## config.mk

```make
export PLATFORM = sky130hd
export DESIGN_NAME = pdac_front
export DESIGN_NICKNAME = d
export VERILOG_FILES = /design/src/rtl/pdac_pkg.sv /design/src/rtl/pdac_bus_if.sv /design/src/rtl/pdac_regs.sv /design/src/rtl/pdac_load.sv /design/src/rtl/pdac_mode_dec.sv /design/src/rtl/pdac_front.sv
export SDC_FILE = /design/constraint.sdc
export NUM_CORES = 1
export LEC_CHECK = 0
export ABC_AREA = 1
export ABC_CLOCK_PERIOD_IN_PS = 1100
export BUFFER_PORTS_ARGS = -buffer_cell sky130_fd_sc_hd__buf_2
export CORE_UTILIZATION = 50
export DETAILED_ROUTE_END_ITERATION = 12
export PLACE_DENSITY = 0.77
export SKIP_LAST_GASP = 1
export SYNTH_ARGS = -nofsm -noshare
export SYNTH_HDL_FRONTEND = slang
export SYNTH_SLANG_ARGS = --single-unit
```

## constraint.sdc

```tcl
create_clock -name clk -period 1.1 [get_ports clk]
set_input_delay 0.055 -clock clk [delete_from_list [all_inputs] [get_ports clk]]
set_output_delay 0.055 -clock clk [all_outputs]
set_load 0.01 [all_outputs]
```

## src/rtl/pdac_pkg.sv

```systemverilog
package pdac_pkg;

   // Reference selection codes carried in the two reference mode bits
   typedef enum logic [1:0] {
      REFS_EXT_A  = 2'b00,
      REFS_INT_LO = 2'b01,
      REFS_INT_HI = 2'b10,
      REFS_EXT_B  = 2'b11
   } ref_sel_e;

   // Decoded operating mode presented at the block's outputs
   typedef struct packed {
      logic fast;
      logic pwr_down;
      logic ref_int;
      logic ref_hi;
   } pdac_mode_t;

   localparam pdac_mode_t PDAC_MODE_RESET = '{fast: 1'b0, pwr_down: 1'b0,
                                              ref_int: 1'b0, ref_hi: 1'b0};

   function automatic pdac_mode_t decode_ref(input ref_sel_e sel, input pdac_mode_t m);
      pdac_mode_t r;
      r = m;
      unique case (sel)
         REFS_INT_LO: begin r.ref_int = 1'b1; r.ref_hi = 1'b0; end
         REFS_INT_HI: begin r.ref_int = 1'b1; r.ref_hi = 1'b1; end
         default:     begin r.ref_int = 1'b0; r.ref_hi = 1'b0; end
      endcase
      return r;
   endfunction

endpackage

```

## src/rtl/pdac_bus_if.sv

```systemverilog
module pdac_bus_if (
   input  logic clk,
   input  logic rst_n,
   input  logic cs_n,
   input  logic wr_n,
   input  logic reg_sel,
   output logic wr_hold,
   output logic wr_ctrl
);
   logic wr_n_q;
   logic commit;

   always_ff @(posedge clk or negedge rst_n) begin
      if (!rst_n) wr_n_q <= 1'b1;
      else        wr_n_q <= wr_n;
   end

   // Commit when write enable is seen high again after a low sample
   assign commit  = wr_n & ~wr_n_q & ~cs_n;
   assign wr_hold = commit & ~reg_sel;
   assign wr_ctrl = commit &  reg_sel;
endmodule

```

## src/rtl/pdac_regs.sv

```systemverilog
module pdac_regs #(
   parameter int DATA_W         = 12,
   parameter int SPD_BIT        = 0,
   parameter int PWR_BIT        = 1,
   parameter int REF_LSB        = 4,
   parameter bit KEEP_ALL_CTRL  = 1'b0
) (
   input  logic              clk,
   input  logic              rst_n,
   input  logic              wr_hold,
   input  logic              wr_ctrl,
   input  logic [DATA_W-1:0] din,
   output logic [DATA_W-1:0] hold_q,
   output logic [DATA_W-1:0] ctrl_q
);
   localparam logic [DATA_W-1:0] ONE = {{(DATA_W-1){1'b0}}, 1'b1};
   localparam logic [DATA_W-1:0] DEF_MASK = (ONE << SPD_BIT) | (ONE << PWR_BIT)
                                          | (ONE << REF_LSB) | (ONE << (REF_LSB + 1));

   logic [DATA_W-1:0] ctrl_d;

   generate
      if (KEEP_ALL_CTRL) begin : g_full
         assign ctrl_d = din;
      end else begin : g_masked
         // Undefined bits carry no meaning, so no storage is kept for them
         assign ctrl_d = din & DEF_MASK;
      end
   endgenerate

   always_ff @(posedge clk or negedge rst_n) begin
      if (!rst_n)       hold_q <= '0;
      else if (wr_hold) hold_q <= din;
   end

   always_ff @(posedge clk or negedge rst_n) begin
      if (!rst_n)       ctrl_q <= '0;
      else if (wr_ctrl) ctrl_q <= ctrl_d;
   end
endmodule

```

## src/rtl/pdac_load.sv

```systemverilog
module pdac_load #(
   parameter int DATA_W    = 12,
   parameter bit LOAD_EDGE = 1'b0
) (
   input  logic              clk,
   input  logic              rst_n,
   input  logic              load_n,
   input  logic [DATA_W-1:0] hold_q,
   output logic [DATA_W-1:0] code_q
);
   logic fire;

   generate
      if (LOAD_EDGE) begin : g_edge
         logic load_n_q;
         always_ff @(posedge clk or negedge rst_n) begin
            if (!rst_n) load_n_q <= 1'b1;
            else        load_n_q <= load_n;
         end
         assign fire = load_n_q & ~load_n;
      end else begin : g_level
         assign fire = ~load_n;
      end
   endgenerate

   always_ff @(posedge clk or negedge rst_n) begin
      if (!rst_n)    code_q <= '0;
      else if (fire) code_q <= hold_q;
   end
endmodule

```

## src/rtl/pdac_mode_dec.sv

```systemverilog
module pdac_mode_dec
   import pdac_pkg::*;
#(
   parameter int DATA_W  = 12,
   parameter int SPD_BIT = 0,
   parameter int PWR_BIT = 1,
   parameter int REF_LSB = 4
) (
   input  logic [DATA_W-1:0] ctrl_q,
   output pdac_mode_t        mode
);
   pdac_mode_t base;
   logic       unused_ctrl;

   assign unused_ctrl = ^ctrl_q;

   always_comb begin
      base          = PDAC_MODE_RESET;
      base.fast     = ctrl_q[SPD_BIT];
      base.pwr_down = ctrl_q[PWR_BIT];
      mode          = decode_ref(ref_sel_e'(ctrl_q[REF_LSB +: 2]), base);
   end
endmodule

```

## src/rtl/pdac_front.sv

```systemverilog
module pdac_front
   import pdac_pkg::*;
#(
   parameter int DATA_W        = 12,
   parameter int SPD_BIT       = 0,
   parameter int PWR_BIT       = 1,
   parameter int REF_LSB       = 4,
   parameter bit LOAD_EDGE     = 1'b0,
   parameter bit KEEP_ALL_CTRL = 1'b0
) (
   input  logic              clk,
   input  logic              rst_n,
   input  logic              cs_n,
   input  logic              wr_n,
   input  logic              reg_sel,
   input  logic [DATA_W-1:0] din,
   input  logic              load_n,
   output logic [DATA_W-1:0] dac_code,
   output logic              fast_mode,
   output logic              power_down,
   output logic              ref_internal,
   output logic              ref_high
);
   generate
      if (REF_LSB + 1 >= DATA_W) begin : g_bad_ref
         $error("reference field does not fit the data word");
      end
      if (SPD_BIT == PWR_BIT || SPD_BIT >= DATA_W || PWR_BIT >= DATA_W) begin : g_bad_bits
         $error("speed and power bits must be distinct and inside the word");
      end
   endgenerate

   logic              wr_hold;
   logic              wr_ctrl;
   logic [DATA_W-1:0] hold_q;
   logic [DATA_W-1:0] ctrl_q;
   pdac_mode_t        mode;

   pdac_bus_if u_bus (
      .clk     (clk),
      .rst_n   (rst_n),
      .cs_n    (cs_n),
      .wr_n    (wr_n),
      .reg_sel (reg_sel),
      .wr_hold (wr_hold),
      .wr_ctrl (wr_ctrl)
   );

   pdac_regs #(
      .DATA_W(DATA_W), .SPD_BIT(SPD_BIT), .PWR_BIT(PWR_BIT),
      .REF_LSB(REF_LSB), .KEEP_ALL_CTRL(KEEP_ALL_CTRL)
   ) u_regs (
      .clk     (clk),
      .rst_n   (rst_n),
      .wr_hold (wr_hold),
      .wr_ctrl (wr_ctrl),
      .din     (din),
      .hold_q  (hold_q),
      .ctrl_q  (ctrl_q)
   );

   pdac_load #(.DATA_W(DATA_W), .LOAD_EDGE(LOAD_EDGE)) u_load (
      .clk    (clk),
      .rst_n  (rst_n),
      .load_n (load_n),
      .hold_q (hold_q),
      .code_q (dac_code)
   );

   pdac_mode_dec #(
      .DATA_W(DATA_W), .SPD_BIT(SPD_BIT), .PWR_BIT(PWR_BIT), .REF_LSB(REF_LSB)
   ) u_dec (
      .ctrl_q (ctrl_q),
      .mode   (mode)
   );

   assign fast_mode    = mode.fast;
   assign power_down   = mode.pwr_down;
   assign ref_internal = mode.ref_int;
   assign ref_high     = mode.ref_hi;
endmodule

```

== After elaboration in Yosys (flattened, before gate mapping) ==
Cells that the tools add are included.
Operators by class
  mux-type cells: 1
  eq/ne operators: 2
  bitwise operators: 7
Operators by type and width (number)
  1-bit bitwise AND: 4
  2-bit case mux with 2 select lines: 1
  1-bit inverter: 3
  2-bit by 1-bit == test with 1-bit output, second input constant: 1
  2-bit == test, second input constant: 1
Storage, ports and cells
  input port bits: 18
  logic and storage cells: 14
  output and inout bits: 16
  register bits: 29

== Logic depth before layout (Yosys ltp) ==
Gate-level depths: netlist of run 1.
  depth after elaboration: 4
  gate-level depth with buffers: 5
  mapped depth without buffers: 4

== Cells and area by module ==
A second synthesis of run 1 with hierarchy kept.
Unflattened totals
  cell total of the unflattened synthesis: 140
  area total of the unflattened synthesis: 1218.7 um^2
By module, submodules not included
  pdac_regs: times used 1, sequential area each 400.4 um^2, area each 670.6 um^2, cells each 77
  pdac_load: times used 1, sequential area each 300.3 um^2, area each 457.9 um^2, cells each 51
  pdac_bus_if: times used 1, sequential area each 26.3 um^2, area each 55.1 um^2, cells each 7
  pdac_mode_dec: times used 1, sequential area each 0.0 um^2, area each 35.0 um^2, cells each 5

== Least setup slack after synthesis of run 1 ==
OpenSTA, ideal clock, no wires.
  path type: reg2reg
  start point: register u_bus.wr_n_q
  end point: register u_regs.hold_q[10]
  buffers on the path: 1
  slack: 118 ps
  clock period less this slack: 982 ps
  cell stages (with the launch flop): 5
  arrival time: 865 ps
  setup time: 117 ps
  data required time: 983 ps
  path through: dfstp_2 -> nor2_8 -> buf_4 -> nand4_1 -> nand2_1
Between the ends
  word-level cells in the longest chain between the ends: 4
RTL lines
  start: declaration: RTL line pdac_bus_if.sv:10  | logic wr_n_q;
  start signal: assignment: RTL line pdac_bus_if.sv:15  | else wr_n_q <= wr_n;
  1-bit inverter: RTL line pdac_bus_if.sv:19  | assign commit = wr_n & ~wr_n_q & ~cs_n;
  1-bit bitwise AND (2 in a row): RTL line pdac_bus_if.sv:19
  1-bit bitwise AND: RTL line pdac_bus_if.sv:20  | assign wr_hold = commit & ~reg_sel;
  end signal: assignment: RTL line pdac_regs.sv:33  | else if (wr_hold) hold_q <= din;
  end: declaration: RTL line pdac_regs.sv:13  | output logic [DATA_W-1:0] hold_q,
No other way between the ends.
A chain may end at the register's enable or synchronous reset.

== Worst setup path after layout of run 1 ==
  start point: register u_regs.ctrl_q[5]
  end point: output port ref_internal
Between the ends
  word-level cells in the longest chain between the ends: 2
  elaborated cells between the ends (all ways): 3
  those cells by class: eq/ne: 2; mux: 1
RTL lines
  start: declaration: RTL line pdac_regs.sv:14  | output logic [DATA_W-1:0] ctrl_q
  start signal: assignment: RTL line pdac_regs.sv:38  | else if (wr_ctrl) ctrl_q <= ctrl_d;
  2-bit == test or 2-bit by 1-bit == test with 1-bit output (tied branches): RTL line pdac_pkg.sv:25  | unique case (sel)
  2-bit case mux with 2 select lines *: RTL line pdac_pkg.sv:25
  end: declaration: RTL line pdac_front.sv:21  | output logic ref_internal,
Every way passes the cells marked *; elsewhere a longest branch is shown, timed or not.

==> key figures, run 1 <==
Run status
  • Status: complete, but fails checks
  • Failing checks: negative setup slack

STA
  • Endpoints failing hold: 0
  • Final period utilization: 1.11
  • Slew @ Worst Pin: between 0.6 and 0.7 ns
  • Unrepaired setup endpoints after global routing: true
  • Final Max Slew Viols: 0
  • Final Setup Violations: 2
  • Post-route worst setup slack: -0.124 ns
  • Max_slew headroom: 0.591
  • Clk_skew: between 0.004 and 0.005 ns
  • Post-layout minimum cycle time: 1.22 ns
  • Max frequency: 817 MHz

Routing
  • First drt pass iteration count: 4
  • DRC: 0
  • DR iter-0 viols: 14
  • Routed wire length: 2380 µm
  • Antenna-violating nets left: 0
  • Vias: 1041
  • DR WL/cell: approximately 11 µm
  • Via density: 4.96

Power and ir drop
  • P_leak: 0.887 nW
  • PwrDens: between 1500 and 2000 nW/µm²
  • Share of power burned in combinational logic: 0.212
  • Pint: roughly 1.9 mW
  • Clk pwr share: 0.273
  • Sw Share: 0.284
  • Sequential share of power: 0.515
  • Maximum vdd drop: 1310 µV
  • Switch Pwr: between 0.7 and 0.8 mW

Worst setup path
  • Critical Path End: ref_internal
  • Crit. Startpoint: u_regs.ctrl_q[5]
  • CP max stage delay: about 0.40 ns
  • Critical path peak fanout: 2
  • Launching point of the worst reg2reg path: u_bus.wr_n_q
  • RR Endpoint: u_regs.hold_q[8]
  • Worst EP required: 1.04 ns
  • R2R depth: 4
  • CP Cell Sequence: ha_1 -> inv_1 -> buf_2
  • WP data arrival: 1.17 ns
  • Crit Path Class: reg2out
  • Type of origin of the critical path: flip-flop
  • Worst setup EP type: output port
  • CP max-delay cell: dfrtp_1
  • Flop-to-flop setup slack: roughly 0.060 ns

Logic synthesis
  • Syn avg cell area: between 9 and 10 µm²
  • Syn nets: 146
  • #FFs+latches synth: 29
  • Synth Area in XOR/XNOR: 0
  • Syn Inst Count: 127
  • Netlist cell types: 14
  • Post-synthesis compound-gate area fraction: 0.0496
  • Fraction of the mapped netlist area in simple logic gates: 0.254
  • Largest cells by area after synthesis: dfrtp_1, nand2_1, nand4_1, o21ai_0, inv_1
  • Adder-cell share of the synthesized area: 0.0103
  • YS warnings: 0
  • Post-synthesis sequential area ratio: 0.601
  • Synth top area share: 0.579
  • Mapped cell area: 1210 µm²
  • Largest family of logic cells by synthesized area: simple AND/OR/NAND/NOR gates
  • Cell accounting for the most synthesized area: dfrtp_1
  • Multiplexer share of the synthesized area: 0

Floorplan
  • Row cnt: 17
  • Die ar.: 2620 µm²
  • DIE WIDTH: around 51 µm
  • Core ar.: 2250 µm²
  • Ports: 34
  • Starting Density: 0.537
  • Die Ht: 51.2 µm

Hold path
  • Worst hold path type: in2reg
  • Cell depth of the worst min-delay path: 3

Run
  • Maxcap violations: 0

Global routing
  • Met2 Track Usage GR: 0.338
  • Initial antenna violation count: 0
  • Pin count of the biggest net entering global routing: 30
  • First-pass GRT wire length: 3950 µm
  • Tot GR Track Use: 0.216
  • M1 GR Usage: 0.246
  • Via count of the first global-routing pass: 950
  • GRT Residual Overflow: 0
  • Most Crowded Layer GR: met2
  • Met3 Use GR: 0.0893

Layout
  • Final Non-Filler Cells: 210
  • Antenna cells: 0
  • Most common cell after layout, fill and taps aside: nand2_1
  • Layout Nets: 200
  • Share of cells above drive strength 1: 0.286
  • FF/Latch Area: between 700 and 800 µm²
  • Area of the multi-input gates: between 300 and 400 µm²
  • Area grow syn2layout: 34.6%
  • Fillers: 193
  • Most frequent cells in the layout: nand2_1, buf_2, dfrtp_1
  • Final design area excluding fillers: 1630 µm²
  • Final Core Density: 0.723

Clock network
  • Num CTS Buffers: 5
  • CTS tree: yes
  • H-tree levels: 2
  • Clk root buf: clkbuf_4
  • Sink Count: 29
  • Worst skew pair latency: between 0.3 and 0.4 ns
  • Clock Pin Slew Worst Setup and Hold Paths: about 0.08 ns
  • Clk buf depth: 2

Placement
  • Post-DP HPWL: 1570 µm
  • Post-DP Area: 1360 µm²
  • Port-buffer cells: 33
  • Place WS: 0.0411 ns
  • Inst Count DP: 181
  • RD Place Congestion: 0.709
synthesized netlist by cell type (all sizes together):
| library cell | number |
|---|---|
| inv | 15 |
| nand3 | 2 |
| dfstp | 1 |
| ha | 1 |
| o21ai | 12 |
| nor2 | 1 |
| nand2 | 44 |
| dfrtp | 28 |
| buf | 7 |
| nand4 | 16 |
power by group through the flow:
stage / logic [mW] / registers, mW / clock network (mW)
after floorplan: 0.228 / 1.41 / 0
after CTS: 0.535 / 1.36 / 0.745
after detailed placement: 0.478 / 1.38 / 0
after global routing: 0.636 / 1.38 / 0.796
final: 0.558 / 1.36 / 0.717
after global placement: 0.458 / 1.37 / 0
stage by stage:
stage | TNS (ns) | power [mW] | hold slack, ns
2_1_floorplan | 0 | 1.64 | -0.241
4_1_cts | -0.159 | 2.64 | 0.00308
6_report | -0.134 | 2.63 | 0.0462
3_5_place_dp | 0 | 1.86 | 0.107
3_3_place_gp | 0 | 1.83 | 0.0956
5_1_grt | -0.269 | 2.81 | 0.0441
timing repair:
| action | in CTS | in global routing |
|---|---|---|
| resized for setup | 0 | 1 |
| hold buffers | 13 | 1 |
| setup endpoints to repair | 2 | 17 |
| pin swaps | 1 | 2 |
| hold endpoints to repair | 42 | 1 |
| setup buffers | 2 | 5 |
critical path: cells and delay by family (launching register included):
kind	cells	cell delay [ns]
adders and majority gates	1	0.29
DFF	1	0.40
buffers and inverters	2	0.16
per-layer routing:
metal	wire length, µm	up-vias	part of all wire
met3	163	7	0.068
met4	67	0	0.028
met5	0	-	0
met1	1070	474	0.45
li1	-	522	-
met2	1080	38	0.46
how the worst min path moves through the flow:
| stage | from | endpoint |
|---|---|---|
| 3_3_place_gp | rst_n | u_load.code_q[4] |
| 6_report | reg_sel | u_regs.ctrl_q[5] |
| 4_1_cts | din[8] | u_regs.hold_q[8] |
| 3_5_place_dp | rst_n | u_load.code_q[2] |
| 2_1_floorplan | rst_n | u_load.code_q[0] |
| 5_1_grt | reg_sel | u_regs.ctrl_q[1] |
logic make-up after synthesis:
family | Yosys count
compound gates | 12
flops | 29
buf+inv | 22
fa+ha+maj | 1
simple gates | 63
flip-flops by register name, indices dropped and copies added (netlist names):
signal / count
u_regs.hold_q: 12
u_bus.wr_n_q: 1
u_load.code_q: 12
u_regs.ctrl_q: 4
layout make-up:
class                           count  share of cell area
Inverter                           15              0.0346
Clock buffer                        7              0.0399
Multi-Input combinational cell     76               0.233
Clock inverter                      1             0.00307
Tap cell                           28              0.0215
Sequential cell                    29               0.446
Timing Repair Buffer               54               0.221
(Power assumes the default switching activity.)
==> inputs of run 2 (changes only) <==
--- a/config.mk
+++ b/config.mk
@@ -6,7 +6,7 @@
 export NUM_CORES = 1
 export LEC_CHECK = 0
 export ABC_AREA = 1
-export ABC_CLOCK_PERIOD_IN_PS = 1100
+export ABC_CLOCK_PERIOD_IN_PS = 1400
 export BUFFER_PORTS_ARGS = -buffer_cell sky130_fd_sc_hd__buf_2
 export CORE_UTILIZATION = 50
 export DETAILED_ROUTE_END_ITERATION = 12
==> constraint.sdc (replaced) <==
create_clock -name clk -period 1.4 [get_ports clk]
set_input_delay 0.07 -clock clk [delete_from_list [all_inputs] [get_ports clk]]
set_output_delay 0.07 -clock clk [all_outputs]
set_load 0.01 [all_outputs]
==> key figures, run 2 (synthesis gave the netlist of run 1 again) <==
Run status
  • Status: finished, final reports clean

Clock network
  • H-tree levels: 2 (unchanged)
  • Clk buf depth: 2 (unchanged)
  • CTS tree: yes
  • Sink Count: 29 (unchanged)
  • Clock Pin Slew Worst Setup and Hold Paths: 0.09 ns (about the same)
  • Num CTS Buffers: 5 (unchanged)
  • Post_cts resized: 0 (unchanged)
  • Worst skew pair latency: 0.33 ns (about the same)
  • Clk root buf: clkbuf_4

Placement
  • Port-buffer cells: 33 (unchanged)
  • Place WS: 0.345 ns (+0.304 ns)
  • Inst Count DP: 181 (unchanged)
  • Post-DP HPWL: 1560 µm (-0.74%)
  • RD Place Congestion: 0.705 (-0.63%)

Floorplan
  • DIE WIDTH: 51.2 µm (unchanged)
  • Ports: 34 (unchanged)
  • Starting Density: 0.537 (unchanged)
  • Row cnt: 17 (unchanged)
  • Die ar.: 2620 µm² (unchanged)
  • Die Ht: 51.2 µm (unchanged)
  • Core ar.: 2250 µm² (unchanged)

STA
  • Final Max Slew Viols: 0 (unchanged)
  • Clk_skew: 0.00688 ns (+0.00221 ns)
  • Fin Setup TNS: 0 ns (+0.134 ns)
  • Final period utilization: 0.901
  • Max_slew headroom: 0.591 (about the same)
  • Unrepaired setup endpoints after global routing: false
  • Max frequency: 793 MHz
  • Slew @ Worst Pin: 0.614 ns (+0.000868 ns)
  • Endpoints failing hold: 0 (unchanged)
  • Final Setup Violations: 0 (-2)
  • Post-layout minimum cycle time: 1.26 ns
  • Post-route worst setup slack: 0.139 ns (+0.263 ns)

Layout
  • Largest regs: u_load.code_q (12), u_regs.hold_q (12), u_regs.ctrl_q (4)
  • Area grow syn2layout: 24.3%
  • FF/Latch Area: 727 µm² (unchanged)
  • Most common cell after layout, fill and taps aside: nand2_1
  • Most frequent cells in the layout: nand2_1, buf_2, dfrtp_1
  • Antenna cells: 0 (unchanged)
  • Share of cells above drive strength 1: 0.268 (-0.0179)
  • Area of the multi-input gates: 380 µm² (unchanged)
  • Layout Nets: 186 (-7.0%)
  • Fillers: 206 (+6.7%)
  • Final Non-Filler Cells: 196 (-6.7%)

Power and ir drop
  • PwrDens: 1340 nW/µm² (-17%)
  • Maximum vdd drop: 954 µV (-27%)
  • P_leak: 0.821 nW (-7.4%)

Global routing
  • Via count of the first global-routing pass: 862 (-9.3%)
  • Initial antenna violation count: 0 (unchanged)
  • Tot GR Track Use: 0.207 (-0.00952)
  • First-pass GRT wire length: 3710 µm (-5.9%)
  • Pin count of the biggest net entering global routing: 30 (unchanged)
  • GRT Residual Overflow: 0 (unchanged)

Worst setup path
  • Worst setup EP type: output port
  • CP max stage delay: 0.37 ns (-0.03 ns)
  • Critical path's top delay family: flip-flops
  • Critical path's most frequent cell: inv_1
  • CP Cell Sequence: inv_1 -> ha_1 -> inv_1 -> buf_2
  • Critical path peak fanout: 2 (unchanged)
  • Worst path buffer plus inverter count: 3 (+1)
  • CP max-delay cell: dfrtp_1
  • Type of origin of the critical path: flip-flop
  • Worst EP required: 1.33 ns (+0.29 ns)
  • Crit Path Class: reg2out
  • WP data arrival: 1.19 ns (+0.02 ns)

Routing
  • Vias: 949 (-8.8%)
  • Via density: 4.84 (-2.3%)
  • DR iter-0 viols: 13 (-1)
  • Routed wire length: 2220 µm (-6.7%)
  • DRC: 0 (unchanged)
  • DR WL/cell: 11.3 µm (about the same)
  • Antenna-violating nets left: 0 (unchanged)
  • First drt pass iteration count: 4 (unchanged)

Run
  • Maxcap violations: 0 (unchanged)

Hold path
  • Worst hold path type: in2reg
## run 2: final cells by class
class,instances,area share
Timing Repair Buffer,40,0.156
Tap cell,28,0.0233
Clock buffer,7,0.0433
Clock inverter,1,0.00333
Multi-Input combinational cell,76,0.253
Inverter,15,0.0374
Sequential cell,29,0.483
## run 2: per-layer routing
layer	track usage	share of wire
met1	0.262	0.48
met4	0.167	0.028
met3	0.0625	0.060
met2	0.289	0.44
met5	0	0
## run 2: metrics by stage
step	power [mW]	instance area [µm²]	util	hold slack [ns]
floorplan	1.29	1210	-	-0.226
global placement	1.44	1360	0.605	0.110
detailed placement	1.46	1360	0.605	0.119
CTS	2.04	1500	0.667	0.00271
global route	2.15	1500	0.667	0.00881
finish	2.02	1500	0.667	0.00851
## run 2: path summary, 6_finish.rpt
check | startpoint | to | slack, ns | depth (start not counted)
min in group asynchronous | rst_n | u_load.code_q[2] | 0.28 | 2
max | u_regs.ctrl_q[4] | ref_internal | 0.14 | 4
min | din[11] | u_regs.hold_q[11] | 0.009 | 3
max reg2reg | u_bus.wr_n_q | u_regs.hold_q[2] | 0.33 | 4
min reg2reg | u_regs.hold_q[11] | u_regs.hold_q[11] | 0.48 | 2
max in group asynchronous | rst_n | u_load.code_q[11] | 0.71 | 2
## run 2: worst register-to-register path: stages (launching register included)
cell     delay (ns)
dfstp_2        0.40
nor2_8         0.22
nand3_4        0.19
nand2_1        0.12
nand2_1        0.05
## run 2: report_power, final
part           leakage, nW  internal (mW)  switching, mW
logic                0.415          0.162          0.222
clock network       0.0413          0.291          0.282
registers            0.365          0.988         0.0766
total                0.821           1.44          0.581
## run 2: timing repair
item	CTS	global route
hold buffers	7	0
buffers inserted	0	0
hold endpoints to repair	34	0
==> inputs of run 3 (changes only) <==
--- a/config.mk
+++ b/config.mk
@@ -11,6 +11,7 @@
 export CORE_UTILIZATION = 50
 export DETAILED_ROUTE_END_ITERATION = 12
 export PLACE_DENSITY = 0.77
+export REMOVE_ABC_BUFFERS = 1
 export SKIP_LAST_GASP = 1
 export SYNTH_ARGS = -nofsm -noshare
 export SYNTH_HDL_FRONTEND = slang
==> key figures, run 3 (synthesis gave the netlist of run 1 again) <==
Routing
  • Vias: 995 (+4.8%)
  • Antenna-violating nets left: 0 (unchanged)
  • Routed wire length: 2370 µm (+6.7%)
  • Via density: 5.00 (+3.3%)
  • DR WL/cell: 11.9 µm (+5.1%)
  • First drt pass iteration count: 4 (unchanged)
  • DRC: 0 (unchanged)
  • DR iter-0 viols: 15 (+2)

Layout
  • Layout Nets: 189 (+1.6%)
  • Final Core Density: 0.675 (+0.00832)
  • Final design area excluding fillers: 1520 µm² (+1.2%)
  • Fillers: 193 (-6.3%)
  • Most common cell after layout, fill and taps aside: nand2_1
  • Most frequent cells in the layout: nand2_1, buf_2, dfrtp_1
  • FF/Latch Area: 727 µm² (unchanged)
  • Antenna cells: 0 (unchanged)
  • Area grow syn2layout: 25.9%
  • Share of cells above drive strength 1: 0.251 (-0.0164)
  • Area of the multi-input gates: 380 µm² (unchanged)
  • Largest regs: u_load.code_q (12), u_regs.hold_q (12), u_regs.ctrl_q (4)

Power and ir drop
  • PwrDens: 1300 nW/µm² (-3.5%)
  • Maximum vdd drop: 910 µV (-4.5%)
  • P_leak: 0.825 nW (+0.46%)

Clock network
  • Sink Count: 29 (unchanged)
  • Worst skew pair latency: 0.33 ns (about the same)
  • Post_cts resized: 0 (unchanged)
  • Clk buf depth: 2 (unchanged)
  • Num CTS Buffers: 5 (unchanged)
  • CTS tree: yes
  • Clk root buf: clkbuf_4
  • H-tree levels: 2 (unchanged)
  • Setup Buffers After CTS: 0 (unchanged)
  • Clock Pin Slew Worst Setup and Hold Paths: 0.08 ns (about the same)

STA
  • Final period utilization: 0.881 (-0.0197)
  • Fin Setup TNS: 0 ns (unchanged)
  • Final Setup Violations: 0 (unchanged)
  • Max_slew headroom: 0.581 (-0.00970)
  • Clk_skew: 0.00956 ns (+0.00268 ns)
  • Endpoints failing hold: 0 (unchanged)
  • Post-layout minimum cycle time: 1.23 ns (-0.0276 ns)
  • Slew @ Worst Pin: 0.629 ns (+0.0146 ns)
  • Final Max Slew Viols: 0 (unchanged)
  • Max frequency: 811 MHz (+2.2%)
  • Unrepaired setup endpoints after global routing: false

Worst setup path
  • Worst EP required: 1.33 ns (about the same)
  • Critical path peak fanout: 2 (unchanged)
  • CP max-delay cell: dfrtp_1
  • CP max stage delay: 0.35 ns (-0.02 ns)
  • CP Cell Sequence: inv_1 -> ha_1 -> inv_1 -> buf_2
  • Type of origin of the critical path: flip-flop
  • Worst setup EP type: output port
  • WP data arrival: 1.16 ns (-0.03 ns)
  • Critical path's most frequent cell: inv_1
  • Crit Path Class: reg2out

Global routing
  • Pin count of the biggest net entering global routing: 30 (unchanged)
  • Tot GR Track Use: 0.221 (+0.0139)
  • GRT Residual Overflow: 0 (unchanged)
  • First-pass GRT wire length: 3960 µm (+6.7%)
  • Via count of the first global-routing pass: 903 (+4.8%)
  • Initial antenna violation count: 0 (unchanged)

Run
  • Maxcap violations: 0 (unchanged)

Run status
  • Status: finished, final reports clean

Placement
  • Post-DP Area: 1360 µm² (unchanged)
  • Post-DP HPWL: 1440 µm (-7.3%)
  • Port-buffer cells: 33 (unchanged)
  • RD Place Congestion: 0.699 (-0.89%)

Floorplan
  • Row cnt: 17 (unchanged)
  • Ports: 34 (unchanged)
  • Die Ht: 51.2 µm (unchanged)
  • Core ar.: 2250 µm² (unchanged)
  • Die ar.: 2620 µm² (unchanged)
  • Starting Density: 0.537 (unchanged)
  • DIE WIDTH: 51.2 µm (unchanged)

Hold path
  • Worst hold path type: in2reg
## run 3: timing repair
| item | 4_1_cts | 5_1_grt |
|---|---|---|
| hold buffers | 9 | 1 |
| setup endpoints to repair | 0 | 0 |
| endpoints found under the hold margin | 37 | 1 |
## run 3: worst paths after layout
check,startpoint,end,slack (ns),cells past startpoint
min in group asynchronous,rst_n,u_regs.hold_q[9],0.29,2
min,din[1],u_regs.ctrl_q[1],0.02,3
max,u_regs.ctrl_q[4],ref_internal,0.17,4
max in group asynchronous,rst_n,u_regs.hold_q[3],0.69,2
max reg2reg,u_bus.wr_n_q,u_regs.hold_q[3],0.31,4
min reg2reg,u_regs.hold_q[7],u_regs.hold_q[7],0.48,2
## run 3: where the power goes
| group | total (mW) | internal [mW] | leakage, nW | switching [mW] |
|---|---|---|---|---|
| Clock | 0.520 | 0.247 | 0.0326 | 0.273 |
| Sequential | 1.06 | 0.988 | 0.365 | 0.0760 |
| Combinational | 0.391 | 0.168 | 0.427 | 0.223 |
## run 3: area by class of cell
| type | count | area share |
|---|---|---|
| clock buffers | 8 | 0.0386 |
| inverters | 15 | 0.0370 |
| well taps | 28 | 0.0230 |
| repair buffers | 43 | 0.174 |
| flip-flops and latches | 29 | 0.477 |
| multi-input cells | 76 | 0.250 |
## run 3: stage by stage
step / worst slack, ns / cells / total power [mW] / hold slack (ns)
after global routing: 0.0994 / 199 / 2.09 / 0.0220
after global placement: 0.364 / 181 / 1.44 / 0.115
after detailed placement: 0.329 / 181 / 1.45 / 0.127
after floorplan: 0.459 / 120 / 1.27 / -0.226
final: 0.167 / 199 / 1.98 / 0.0211
after CTS: 0.148 / 198 / 1.99 / 0.000714
## run 3: critical path: cells and delay by family (launching register included)
| family | cells | cell delay (ns) |
|---|---|---|
| flip-flops | 1 | 0.35 |
| adder cells (fa/ha/maj) | 1 | 0.28 |
| buffers and inverters | 3 | 0.21 |
## run 3: layer usage
layer | track usage | part of all wire | vias up
li1 | - | - | 502
met3 | 0.0625 | 0.041 | 8
met1 | 0.255 | 0.44 | 455
met2 | 0.344 | 0.49 | 30
met4 | 0.167 | 0.029 | 0
met5 | 0 | 0 | -
